<file path="config.mk">
export PLATFORM = sky130hd
export DESIGN_NAME = spec_bpred
export DESIGN_NICKNAME = d
export VERILOG_FILES = /design/src/rtl/bp_pkg.sv /design/src/rtl/bp_committed.sv /design/src/rtl/bp_spec_slots.sv /design/src/rtl/spec_bpred.sv
export SDC_FILE = /design/constraint.sdc
export NUM_CORES = 2
export LEC_CHECK = 0
export ABC_AREA = 1
export BUFFER_PORTS_ARGS = -buffer_cell sky130_fd_sc_hd__buf_2
export CAP_MARGIN = 5
export CORE_ASPECT_RATIO = 1.25
export CORE_UTILIZATION = 50
export DETAILED_ROUTE_END_ITERATION = 6
export PLACE_DENSITY_LB_ADDON = 0.08
export RECOVER_POWER = 25
export SKIP_LAST_GASP = 1
export SLEW_MARGIN = 10
export SYNTH_ARGS = -nofsm -noshare
export SYNTH_HDL_FRONTEND = slang
export SYNTH_SLANG_ARGS = --single-unit
export TNS_END_PERCENT = 100
</file>
<file path="constraint.sdc">
create_clock -name clk -period 6.3 [get_ports clk]
set_input_delay 0.63 -clock clk [delete_from_list [all_inputs] [get_ports clk]]
set_output_delay 0.63 -clock clk [all_outputs]
set_load 0.02 [all_outputs]
</file>
<file path="src/rtl/bp_pkg.sv">
package bp_pkg;
  typedef logic [1:0] ctr_t;

  localparam ctr_t CTR_RESET = 2'd1;

  // one saturating step of a two-bit counter toward the given direction
  function automatic ctr_t ctr_step(input ctr_t c, input logic up);
    if (up) return (c == 2'd3) ? c : c + 2'd1;
    else    return (c == 2'd0) ? c : c - 2'd1;
  endfunction
endpackage

</file>
<file path="src/rtl/bp_committed.sv">
module bp_committed
  import bp_pkg::*;
#(
  parameter int PC_W     = 32,
  parameter int PHT_BITS = 6,
  parameter int BTB_BITS = 4
) (
  input  logic                clk,
  input  logic                rst_n,
  input  logic [PHT_BITS-1:0] a_idx,
  input  logic [BTB_BITS-1:0] a_bidx,
  output ctr_t                a_ctr,
  output logic                a_bvalid,
  output logic [PC_W-BTB_BITS-3:0] a_btag,
  output logic [PC_W-1:0]     a_btgt,
  input  logic [PHT_BITS-1:0] b_idx,
  output ctr_t                b_ctr,
  input  logic                pht_we,
  input  logic [PHT_BITS-1:0] pht_widx,
  input  ctr_t                pht_wdata,
  input  logic                btb_we,
  input  logic [BTB_BITS-1:0] btb_widx,
  input  logic [PC_W-BTB_BITS-3:0] btb_wtag,
  input  logic [PC_W-1:0]     btb_wtgt
);
  localparam int PHT_N = 1 << PHT_BITS;
  localparam int BTB_N = 1 << BTB_BITS;
  localparam int TAG_W = PC_W - BTB_BITS - 2;

  ctr_t             pht [PHT_N];
  logic [BTB_N-1:0] bval;
  logic [TAG_W-1:0] btag [BTB_N];
  logic [PC_W-1:0]  btgt [BTB_N];

  always_ff @(posedge clk) begin
    if (!rst_n) begin
      for (int i = 0; i < PHT_N; i++) pht[i] <= CTR_RESET;
      bval <= '0;
    end else begin
      if (pht_we) pht[pht_widx] <= pht_wdata;
      if (btb_we) bval[btb_widx] <= 1'b1;
    end
  end

  always_ff @(posedge clk) begin
    if (btb_we) begin
      btag[btb_widx] <= btb_wtag;
      btgt[btb_widx] <= btb_wtgt;
    end
  end

  assign a_ctr    = pht[a_idx];
  assign b_ctr    = pht[b_idx];
  assign a_bvalid = bval[a_bidx];
  assign a_btag   = btag[a_bidx];
  assign a_btgt   = btgt[a_bidx];
endmodule

</file>
<file path="src/rtl/bp_spec_slots.sv">
module bp_spec_slots
  import bp_pkg::*;
#(
  parameter int PC_W     = 32,
  parameter int PHT_BITS = 6,
  parameter int BTB_BITS = 4,
  parameter int NSLOT    = 4
) (
  input  logic                   clk,
  input  logic                   rst_n,
  input  logic                   alloc,
  input  logic [PC_W-1:0]        al_pc,
  input  logic                   al_taken,
  input  logic [PC_W-1:0]        al_tgt,
  input  ctr_t                   al_ctr,
  input  ctr_t                   al_base,
  input  logic                   retire,
  input  logic                   flush,
  output logic [$clog2(NSLOT):0] count,
  output logic [$clog2(NSLOT)-1:0] head,
  output logic [$clog2(NSLOT)-1:0] tail,
  input  logic [$clog2(NSLOT)-1:0] rd_slot,
  output logic [PC_W-1:0]        rd_pc,
  output logic                   rd_taken,
  output logic [PC_W-1:0]        rd_tgt,
  output ctr_t                   rd_ctr,
  output ctr_t                   rd_base,
  input  logic [PC_W-1:0]        a_pc,
  output logic                   a_hit,
  output ctr_t                   a_ctr,
  output logic                   a_bhit,
  output logic [PC_W-1:0]        a_bpc,
  output logic [PC_W-1:0]        a_btgt,
  input  logic [PC_W-1:0]        b_pc,
  output logic                   b_hit,
  output ctr_t                   b_ctr
);
  localparam int SW = $clog2(NSLOT);

  logic [PC_W-1:0] s_pc  [NSLOT];
  logic [PC_W-1:0] s_tgt [NSLOT];
  logic            s_tk  [NSLOT];
  ctr_t            s_ctr [NSLOT];
  ctr_t            s_base[NSLOT];

  function automatic logic [PHT_BITS-1:0] pht_idx(input logic [PC_W-1:0] pc);
    return pc[PHT_BITS+1:2];
  endfunction
  function automatic logic [BTB_BITS-1:0] btb_idx(input logic [PC_W-1:0] pc);
    return pc[BTB_BITS+1:2];
  endfunction

  always_ff @(posedge clk) begin
    if (!rst_n) begin
      head  <= '0;
      tail  <= '0;
      count <= '0;
    end else if (flush) begin
      tail  <= head;
      count <= '0;
    end else begin
      if (alloc)  tail <= tail + 1'b1;
      if (retire) head <= head + 1'b1;
      count <= count + (SW+1)'(alloc) - (SW+1)'(retire);
    end
  end

  always_ff @(posedge clk) begin
    if (alloc) begin
      s_pc[tail]   <= al_pc;
      s_tgt[tail]  <= al_tgt;
      s_tk[tail]   <= al_taken;
      s_ctr[tail]  <= al_ctr;
      s_base[tail] <= al_base;
    end
  end

  assign rd_pc    = s_pc[rd_slot];
  assign rd_taken = s_tk[rd_slot];
  assign rd_tgt   = s_tgt[rd_slot];
  assign rd_ctr   = s_ctr[rd_slot];
  assign rd_base  = s_base[rd_slot];

  // walk oldest to newest so the newest match is the one left standing
  always_comb begin
    a_hit = 1'b0; a_ctr = CTR_RESET;
    a_bhit = 1'b0; a_bpc = '0; a_btgt = '0;
    b_hit = 1'b0; b_ctr = CTR_RESET;
    for (int k = 0; k < NSLOT; k++) begin
      logic [SW-1:0] p;
      p = head + SW'(k);
      if ((SW+1)'(k) < count) begin
        if (pht_idx(s_pc[p]) == pht_idx(a_pc)) begin
          a_hit = 1'b1; a_ctr = s_ctr[p];
        end
        if (s_tk[p] && btb_idx(s_pc[p]) == btb_idx(a_pc)) begin
          a_bhit = 1'b1; a_bpc = s_pc[p]; a_btgt = s_tgt[p];
        end
        if (pht_idx(s_pc[p]) == pht_idx(b_pc)) begin
          b_hit = 1'b1; b_ctr = s_ctr[p];
        end
      end
    end
  end
endmodule

</file>
<file path="src/rtl/spec_bpred.sv">
module spec_bpred
  import bp_pkg::*;
#(
  parameter int PC_W     = 32,
  parameter int PHT_BITS = 6,
  parameter int BTB_BITS = 4,
  parameter int NSLOT    = 4
) (
  input  logic                     clk,
  input  logic                     rst_n,
  input  logic                     fetch_valid,
  input  logic [PC_W-1:0]          fetch_pc,
  output logic                     pred_valid,
  output logic                     pred_taken,
  output logic [PC_W-1:0]          pred_target,
  input  logic                     spec_valid,
  input  logic [PC_W-1:0]          spec_pc,
  input  logic                     spec_taken,
  input  logic [PC_W-1:0]          spec_target,
  output logic                     spec_ready,
  output logic [$clog2(NSLOT)-1:0] spec_slot,
  input  logic                     res_valid,
  input  logic [$clog2(NSLOT)-1:0] res_slot,
  input  logic                     res_taken,
  input  logic [PC_W-1:0]          res_target,
  output logic                     redirect_valid,
  output logic [PC_W-1:0]          redirect_pc
);
  localparam int SW    = $clog2(NSLOT);
  localparam int TAG_W = PC_W - BTB_BITS - 2;
  localparam logic [SW:0] FULL = (SW+1)'(NSLOT);

  function automatic logic [TAG_W-1:0] btb_tag(input logic [PC_W-1:0] pc);
    return pc[PC_W-1:BTB_BITS+2];
  endfunction

  // named internal events, observed by the bound checker
  logic          alloc_fire, retire_fire, flush_fire, res_live, mispredict;
  logic [SW:0]   slot_count;
  logic [SW-1:0] slot_head, slot_tail;

  ctr_t             c_ctr_a, c_ctr_b, s_ctr_a, s_ctr_b, blend_a, blend_b;
  logic             c_bval, s_hit_a, s_hit_b, s_bhit;
  logic [TAG_W-1:0] c_btag;
  logic [PC_W-1:0]  c_btgt, s_bpc, s_btgt;
  logic [PC_W-1:0]  r_pc, r_tgt;
  logic             r_taken;
  ctr_t             r_ctr, r_base;
  logic             b_val;
  logic [TAG_W-1:0] b_tag;
  logic [PC_W-1:0]  b_tgt;

  bp_committed #(.PC_W(PC_W), .PHT_BITS(PHT_BITS), .BTB_BITS(BTB_BITS)) u_commit (
    .clk, .rst_n,
    .a_idx(fetch_pc[PHT_BITS+1:2]), .a_bidx(fetch_pc[BTB_BITS+1:2]),
    .a_ctr(c_ctr_a), .a_bvalid(c_bval), .a_btag(c_btag), .a_btgt(c_btgt),
    .b_idx(spec_pc[PHT_BITS+1:2]), .b_ctr(c_ctr_b),
    .pht_we(res_live), .pht_widx(r_pc[PHT_BITS+1:2]),
    .pht_wdata(mispredict ? ctr_step(r_base, res_taken) : r_ctr),
    .btb_we(res_live && res_taken), .btb_widx(r_pc[BTB_BITS+1:2]),
    .btb_wtag(btb_tag(r_pc)), .btb_wtgt(res_target)
  );

  bp_spec_slots #(.PC_W(PC_W), .PHT_BITS(PHT_BITS), .BTB_BITS(BTB_BITS), .NSLOT(NSLOT)) u_slots (
    .clk, .rst_n,
    .alloc(alloc_fire), .al_pc(spec_pc), .al_taken(spec_taken), .al_tgt(spec_target),
    .al_ctr(ctr_step(blend_b, spec_taken)), .al_base(blend_b),
    .retire(retire_fire), .flush(flush_fire),
    .count(slot_count), .head(slot_head), .tail(slot_tail),
    .rd_slot(res_slot), .rd_pc(r_pc), .rd_taken(r_taken), .rd_tgt(r_tgt),
    .rd_ctr(r_ctr), .rd_base(r_base),
    .a_pc(fetch_pc), .a_hit(s_hit_a), .a_ctr(s_ctr_a),
    .a_bhit(s_bhit), .a_bpc(s_bpc), .a_btgt(s_btgt),
    .b_pc(spec_pc), .b_hit(s_hit_b), .b_ctr(s_ctr_b)
  );

  // blend: speculative state wins over committed state
  assign blend_a = s_hit_a ? s_ctr_a : c_ctr_a;
  assign blend_b = s_hit_b ? s_ctr_b : c_ctr_b;
  assign b_val   = s_bhit | c_bval;
  assign b_tag   = s_bhit ? btb_tag(s_bpc) : c_btag;
  assign b_tgt   = s_bhit ? s_btgt : c_btgt;

  assign pred_valid  = fetch_valid && !redirect_valid;
  assign pred_taken  = b_val && (b_tag == btb_tag(fetch_pc)) && blend_a[1];
  assign pred_target = pred_taken ? b_tgt : fetch_pc + PC_W'(4);

  // resolution
  assign res_live    = res_valid && (slot_count != '0);
  assign mispredict  = (res_taken != r_taken) || (res_taken && res_target != r_tgt);
  assign flush_fire  = res_live && mispredict;
  assign retire_fire = res_live && !mispredict;

  assign spec_ready = (slot_count != FULL) && !redirect_valid;
  assign spec_slot  = slot_tail;
  assign alloc_fire = spec_valid && spec_ready && !flush_fire;

  always_ff @(posedge clk) begin
    if (!rst_n) begin
      redirect_valid <= 1'b0;
      redirect_pc    <= '0;
    end else begin
      redirect_valid <= flush_fire;
      if (flush_fire) redirect_pc <= res_taken ? res_target : r_pc + PC_W'(4);
    end
  end
endmodule

</file>
After elaboration in Yosys (flattened, before gate mapping)
Memories as Yosys holds them, arrays and structs flattened. A register that Yosys moved wholly into a read port is not among the register bits.
Cells that the tools add are included.
{"block": "word_totals", "n_memories": 8, "ram_bits": 1332, "in_bits": 137, "wordCells": 176, "output_inout_bits": 70, "regBits": 56}
{"memory": "u_commit.btgt", "depth": 16, "word_bits": 32, "rd": 1, "rd_clocked_by_memory_dff": 0, "write_ports": 1, "line_no": "bp_committed.sv:33", "text": "logic [PC_W-1:0] btgt [BTB_N];"}
{"memory": "u_commit.btag", "depth": 16, "word_bits": 26, "rd": 1, "rd_clocked_by_memory_dff": 0, "write_ports": 1, "line_no": "bp_committed.sv:32", "text": "logic [TAG_W-1:0] btag [BTB_N];"}
{"memory": "u_commit.pht", "depth": 64, "word_bits": 2, "rd": 2, "rd_clocked_by_memory_dff": 0, "write_ports": 64, "line_no": "bp_committed.sv:30", "text": "ctr_t pht [PHT_N];"}
{"memory": "u_slots.s_pc", "depth": 4, "word_bits": 32, "rd": 5, "rd_clocked_by_memory_dff": 1, "write_ports": 1, "line_no": "bp_spec_slots.sv:40", "text": "logic [PC_W-1:0] s_pc [NSLOT];"}
{"memory": "u_slots.s_tgt", "depth": 4, "word_bits": 32, "rd": 5, "rd_clocked_by_memory_dff": 1, "write_ports": 1, "line_no": "bp_spec_slots.sv:41", "text": "logic [PC_W-1:0] s_tgt [NSLOT];"}
{"memory": "u_slots.s_base", "depth": 4, "word_bits": 2, "rd": 1, "rd_clocked_by_memory_dff": 0, "write_ports": 1, "line_no": "bp_spec_slots.sv:44", "text": "ctr_t s_base[NSLOT];"}
{"memory": "+2 memories"}
{"block": "op_classes", "bitwise_logic": 4, "add_sub_neg": 12, "reduce_logical": 27, "magnitude_cmp": 7, "muxes": 94, "eq_ne": 18}
{"cell": "$mux W32", "n": 19}
{"cell": "$mux W2", "n": 36}
{"cell": "$add A32 B3 Y32 const B", "n": 2}
{"cell": "$eq A6 B6 Y1", "n": 8}
{"cell": "$mux W1", "n": 35}
{"cell": "$ne A32 B32 Y1", "n": 1}
{"cell": "$eq A26 B26 Y1", "n": 1}
{"cell": "$mux W26", "n": 1}
{"cell": "$eq A4 B4 Y1", "n": 4}
{"cell": "$logic_and A1 B1 Y1", "n": 16}
{"cell": "$or A16 B16 Y16", "n": 1}
{"cell": "$lt A4 B5 Y1 const B", "n": 2}
{"cell": "$add A2 B1 Y2 const B", "n": 4}
{"cell": "$lt A1 B3 Y1 const A", "n": 2}
{"cell": "$lt A2 B3 Y1 const A", "n": 2}
{"cell": "$mux W6", "n": 1}
{"cell": "$add A2 B2 Y2 const B", "n": 2}
{"cell": "$bmux W1 S4", "n": 1}
{"cell": "$demux W1 S4", "n": 1}
{"cell": "$eq A2 B2 Y1 const B", "n": 2}
{"cell": "$ge A4 B1 Y1 const B", "n": 1}
{"cell": "$logic_not A2 Y1", "n": 2}
{"cell": "$reduce_or A2 Y1", "n": 2}
{"cell": "$sub A2 B1 Y2 const B", "n": 2}
{"cell": "11 further kinds", "n": 14}

Longest topological paths before layout
{"block": "depth", "depth_word": 15, "depth_mapped": 30, "depth_no_buf": 25}

By module
Synthesis repeated with hierarchy kept, for this count alone.
{"block": "unflattened", "hier_cells": 7937, "area_unflattened_um2": 70891.7}
{"mod": "bp_committed", "area_each_um2": 44124.8, "instances": 1, "cells_per_inst": 3657, "seq_area_each_um2": 32030.7}
{"mod": "bp_spec_slots", "area_each_um2": 21090.2, "instances": 1, "cells_per_inst": 3122, "seq_area_each_um2": 8468.1}
{"mod": "spec_bpred", "area_each_um2": 5676.7, "instances": 1, "cells_per_inst": 1158, "seq_area_each_um2": 660.6}

Worst setup path before layout
OpenSTA, ideal clock, no wires.
{"block": "synth_timing", "kind": "in2reg", "start": "input port res_slot[0]", "end": "memory u_slots.s_base[0][0] (netlist name), enable pin", "cell_stages": 14, "path_buffers": 2, "arrival_time_ps": 5332, "setup_ps": 496, "t_required_ps": 5804, "setup_slack_ps": 471, "cell_sequence": "buf_4 -> inv_4 -> clkbuf_1 -> o21ai_0 -> a21oi_1 -> xor2_1 -> nand2_1 -> nor4_1 -> nand3_1 -> o21ai_1 -> clkinv_1 -> nand2_1 -> nand2_1 -> nor2_1"}
{"block": "synth_between", "elab_chain_cells": 9}
{"item": "start: declaration", "line_no": "spec_bpred.sv:23", "text": "input logic [$clog2(NSLOT)-1:0] res_slot,"}
{"item": "$mem_v2 Z4 W32"}
{"item": "$ne A32 B32 Y1", "line_no": "spec_bpred.sv:90", "text": "assign mispredict = (res_taken != r_taken) || (res_taken && res_target != r_tgt);"}
{"item": "$logic_and A1 B1 Y1", "line_no": "spec_bpred.sv:90"}
{"item": "$logic_or A1 B1 Y1 (*)", "line_no": "spec_bpred.sv:90"}
{"item": "$logic_and A1 B1 Y1 (*)", "line_no": "spec_bpred.sv:91", "text": "assign flush_fire = res_live && mispredict;"}
{"item": "$logic_not A1 Y1 (*)", "line_no": "spec_bpred.sv:96", "text": "assign alloc_fire = spec_valid && spec_ready && !flush_fire;"}
{"item": "$logic_and A1 B1 Y1 (*)", "line_no": "spec_bpred.sv:96"}
{"item": "$mux W1 (*)", "line_no": "bp_spec_slots.sv:69", "text": "if (alloc) begin"}
{"item": "$mux W1 (implied by the code) (*)", "line_no": "bp_spec_slots.sv:74", "text": "s_base[tail] <= al_base;"}
{"item": "end: declaration", "line_no": "bp_spec_slots.sv:44"}
Mark *: on every way between the ends. The rest lies on a longest branch, timed or not.

Worst setup path after layout
{"block": "layout_timing", "start": "register u_slots.head[1]", "end": "output port pred_target[5]"}
{"block": "layout_between", "elab_chain_cells": 15}
{"item": "start: declaration", "line_no": "bp_spec_slots.sv:20", "text": "output logic [$clog2(NSLOT)-1:0] head,"}
{"item": "start signal: assignment", "line_no": "bp_spec_slots.sv:63", "text": "if (retire) head <= head + 1'b1;"}
{"item": "$add A2 B1 Y2", "line_no": "bp_spec_slots.sv:91", "text": "p = head + SW'(k);"}
{"item": "$mem_v2 Z4 W32"}
{"item": "$eq A4 B4 Y1", "line_no": "bp_spec_slots.sv:96", "text": "if (s_tk[p] && btb_idx(s_pc[p]) == btb_idx(a_pc)) begin"}
{"item": "$logic_and A1 B1 Y1", "line_no": "bp_spec_slots.sv:96"}
{"item": "$mux W32 or $mux W1 (tied branches)", "line_no": "bp_spec_slots.sv:96"}
{"item": "$mux W32 or $mux W1 (tied branches)", "line_no": "bp_spec_slots.sv:92", "text": "if ((SW+1)'(k) < count) begin"}
{"item": "$mux W32 or $mux W1 (tied branches)", "line_no": "bp_spec_slots.sv:96"}
{"item": "$mux W32 or $mux W1 (tied branches)", "line_no": "bp_spec_slots.sv:92"}
{"item": "$mux W32 or $mux W1 (tied branches)", "line_no": "bp_spec_slots.sv:96"}
{"item": "$mux W32 or $mux W1 (tied branches)", "line_no": "bp_spec_slots.sv:92"}
{"item": "$mux W26", "line_no": "spec_bpred.sv:81", "text": "assign b_tag = s_bhit ? btb_tag(s_bpc) : c_btag;"}
{"item": "$eq A26 B26 Y1", "line_no": "spec_bpred.sv:85", "text": "assign pred_taken = b_val && (b_tag == btb_tag(fetch_pc)) && blend_a[1];"}
{"item": "$logic_and A1 B1 Y1 (2 in a row)", "line_no": "spec_bpred.sv:85"}
{"item": "$mux W32 (*)", "line_no": "spec_bpred.sv:86", "text": "assign pred_target = pred_taken ? b_tgt : fetch_pc + PC_W'(4);"}
{"item": "end: declaration", "line_no": "spec_bpred.sv:15", "text": "output logic [PC_W-1:0] pred_target,"}
Marked as above.

==> results.md <==
- Pin count of the biggest net entering global routing: 171
- Multiplexer share of the synthesized area: 0.2214%
- Vias in the first global route: 52.19k
- Bufs on Longest Clock Path: 3
- Die Area: 137100 sq um
- Drt pass-1 iters: 6
- Layout cells sized above 1: 7.898%
- Crit-path most repeated cell: nand2_1
- CP bufs+invs: 5
- PwrDens: 317.6 nW/um^2
- Yosys cell types: 55
- Post-Synth Adder-Cell Area: 0.2694%
- # clock sinks: 1390
- Num CTS Buffers: 145
- Largest family of logic cells by synthesized area: simple AND/OR/NAND/NOR gates
- Routed vias: 56.71k
- Post-synthesis xor/xnor area fraction: 0.9688%
- Syn avg cell area: 9.534 sq um
- Vias/cell: 6.280
- Core area: 134200 sq um
- Port Buf Inserts: 206
- Filler cell count: 11.72k
- DRT iter0 DRCs: 7944
- Synth Area in Simple Gates: 17.01%
- CTS root buf: clkbuf_16
- Hold Startpoint: spec_pc[26]
- Worst reg2reg path startpoint: u_slots.s_tgt[2][16]
- Mapped Area: 67800 sq um
- CTS tree: built
- Top_reg_cell synth: edfxtp_1
- Setup Skew: 0.03971 ns
- Die Width: 331.4 um
- First-pass GRT wire length: 355.7 mm
- Critical Path AT: 5.47 ns
- Max_cap viols: 0
- Crit path max-delay family: simple AND/OR/NAND/NOR gates
- # DRC: 0
- Critical Path RT: 5.67 ns
- GR Util All Layers: 35.58%
- Worst Hold Slack: 0.08759 ns
- Async set-reset flop share out of synthesis: 0%
- Lkg Pwr: 27.26 nW
- Post-synth EDFFs: 1332
- Worst-Margin Slew: 1.400 ns
- Initial core utilization: 50.53%
- Slowest cell delay on critical path: 0.67 ns
- WL final: 249.7 mm
- Max Slew Vio Count: 0
- Compound-Gate Fraction of Synth Area: 15.57%
- CP max-delay cell: a221oi_1
- Congestion Overflow GR: 0
- HPWL after DPL: 158.8 mm
- Rel. slew slack: 6.661%
- IO Pins: 207
- Final hold vios: 0
- Mapped Nets: 7263
- Placed cells: 8753
- Yosys reg bits: 1390
- Startpoint class of the critical path: register
- Area grow syn2layout: 11.61%
- Most frequent cells in the layout: nand2_1, edfxtp_1, nor2_1, o21ai_0, a21oi_1
- Clock Pin Slew Worst Setup and Hold Paths: 0.06 ns
- Synth Instances: 7112
- Reg-to-reg setup timing slack: 1.44 ns
- Fmax: 163.9 MHz
- Nets@finish: 7317
- Status: finished clean
- Critical Path, Cell by Cell: nand2_1 -> buf_4 -> inv_1 -> buf_4 -> a221oi_1 -> nand2_1 -> nand2_1 -> nand2_1 -> nand2_1 -> nand3_1 -> nand2_1 -> nand2_1 -> nor2_1 -> nand3_2 -> nor2_8 -> buf_12 -> nand2_1 -> o21ai_0 -> buf_2
- RSZ-0062 raised after global routing: true
- CP endpoint kind: output pin
- Critical path peak fanout: 29
- Die Y: 413.7 um
- Rows: 150
- Routed len/inst: 27.64 um
- Tcrit/Tclk final: 96.85%
- Yosys warnings: 0
- Worst skew pair latency: 0.81 ns
- Final worst path period need: 6.102 ns
- Critical path origin: u_slots.head[1]
- RePlAce Congestion: 0.9751
- H-tree levels: 4
- Most common cell after layout, fill and taps aside: nand2_1
- Post-synthesis sequential area ratio: 60.70%
- Final ANT Viol Nets: 0
- Worst IR Drop VDD: 0.4918 mV
- Type of the worst min-delay path: input port to register
- Setup CP Type: register to output pin
- Final setup fails: 0
- Final cell utilization of the core: 56.39%
- Initial antenna violation count: 12
- Fin cells: 9031
-- final cells by class --
cell class / count / area (sq um) / area share (%)
well taps: 1748 / 2187 / 2.890
clock inverters: 66 / 715.7 / 0.9458
repair buffers: 389 / 2739 / 3.619
diodes: 3 / 7.507 / 0.009921
clock buffers: 195 / 3973 / 5.250
multi-input cells: 4837 / 23350 / 30.85
inverters: 403 / 1539 / 2.034
flip-flops and latches: 1390 / 41170 / 54.40
-- stage by stage --
step                      cell area [sq um]  setup TNS, ns  power (mW)  setup slack [ns]
after detailed placement              70890              0       15.45            0.5746
after floorplan                       67800              0       13.61            0.4710
after global placement                70890              0       15.43            0.5869
after global routing                  75670       -0.02239       24.70          -0.01210
final                                 75670              0       24.03            0.1983
after CTS                             75600              0       23.95           0.01861
-- power by group --
group | switching, mW | internal (mW) | leakage, nW
registers | 0.288 | 10.7 | 12.4
clock network | 3.67 | 4.94 | 2.28
logic | 3.33 | 1.13 | 12.6
-- registers in the layout (all words and copies together) (netlist names), 3 cells and up, named ones only --
signal and count:
u_commit.bval 16, u_slots.count 3, u_slots.s_tk 4, u_slots.s_base 8, u_commit.btgt 512, u_commit.btag 416, redirect_pc 32, u_slots.s_ctr 8
u_commit.pht 128, u_slots.s_pc 128, u_slots.s_tgt 128
-- final timing paths --
check,endpoint,cells after the start
worst max-delay path,pred_target[5],19
worst min-delay path,u_slots.s_pc[2][26],1
worst max register to register,u_slots.s_pc[3][3],14
worst min register to register,redirect_pc[10],2
-- metal layers --
layer | GRT usage, % | up-vias | part of all wire [%]
met5 | 0 | - | 0.033
met2 | 55.85 | 3445 | 45
met1 | 47.92 | 27560 | 39
met3 | 7.597 | 609 | 11
li1 | - | 25090 | -
met4 | 15.24 | 12 | 4.5
-- logic make-up (layout without fill, tap and decap cells) --
group | count (synthesis) | in the layout
and+or+nand+nor | 2926 | 2930
AOI/OAI and AO/OA | 1803 | 1803
adders and majority gates | 14 | 14
xor gates and xnor gates | 75 | 75
buffers and inverters | 889 | 1053
DFF | 1390 | 1390
other | 0 | 3
muxes | 15 | 15
-- synth_stat cells, types with 51 or more instances --
master	number	area share [%]
nand2_1	1757	9.7
buf_1	51	0.28
dfxtp_1	58	1.7
clkbuf_1	347	1.9
o22ai_1	96	0.89
nor2_1	834	4.6
inv_1	385	2.1
o211ai_1	60	0.66
o21ai_0	788	5.8
a21oi_1	484	3.6
xor2_1	65	0.84
o221ai_1	119	1.5
edfxtp_1	1332	59
a22oi_1	62	0.69
buf_2	56	0.41
nand3_1	256	1.9
-- repair_timing --
item	in CTS	in global routing
endpoints found under the setup margin	12	32
cloned	1	3
pin swaps	1	4
buffers inserted	0	9
endpoints found under the hold margin	4	0
gates resized for setup	2	3
hold buffers	1	0
No activity file was read; power rests on OpenSTA's default activity.
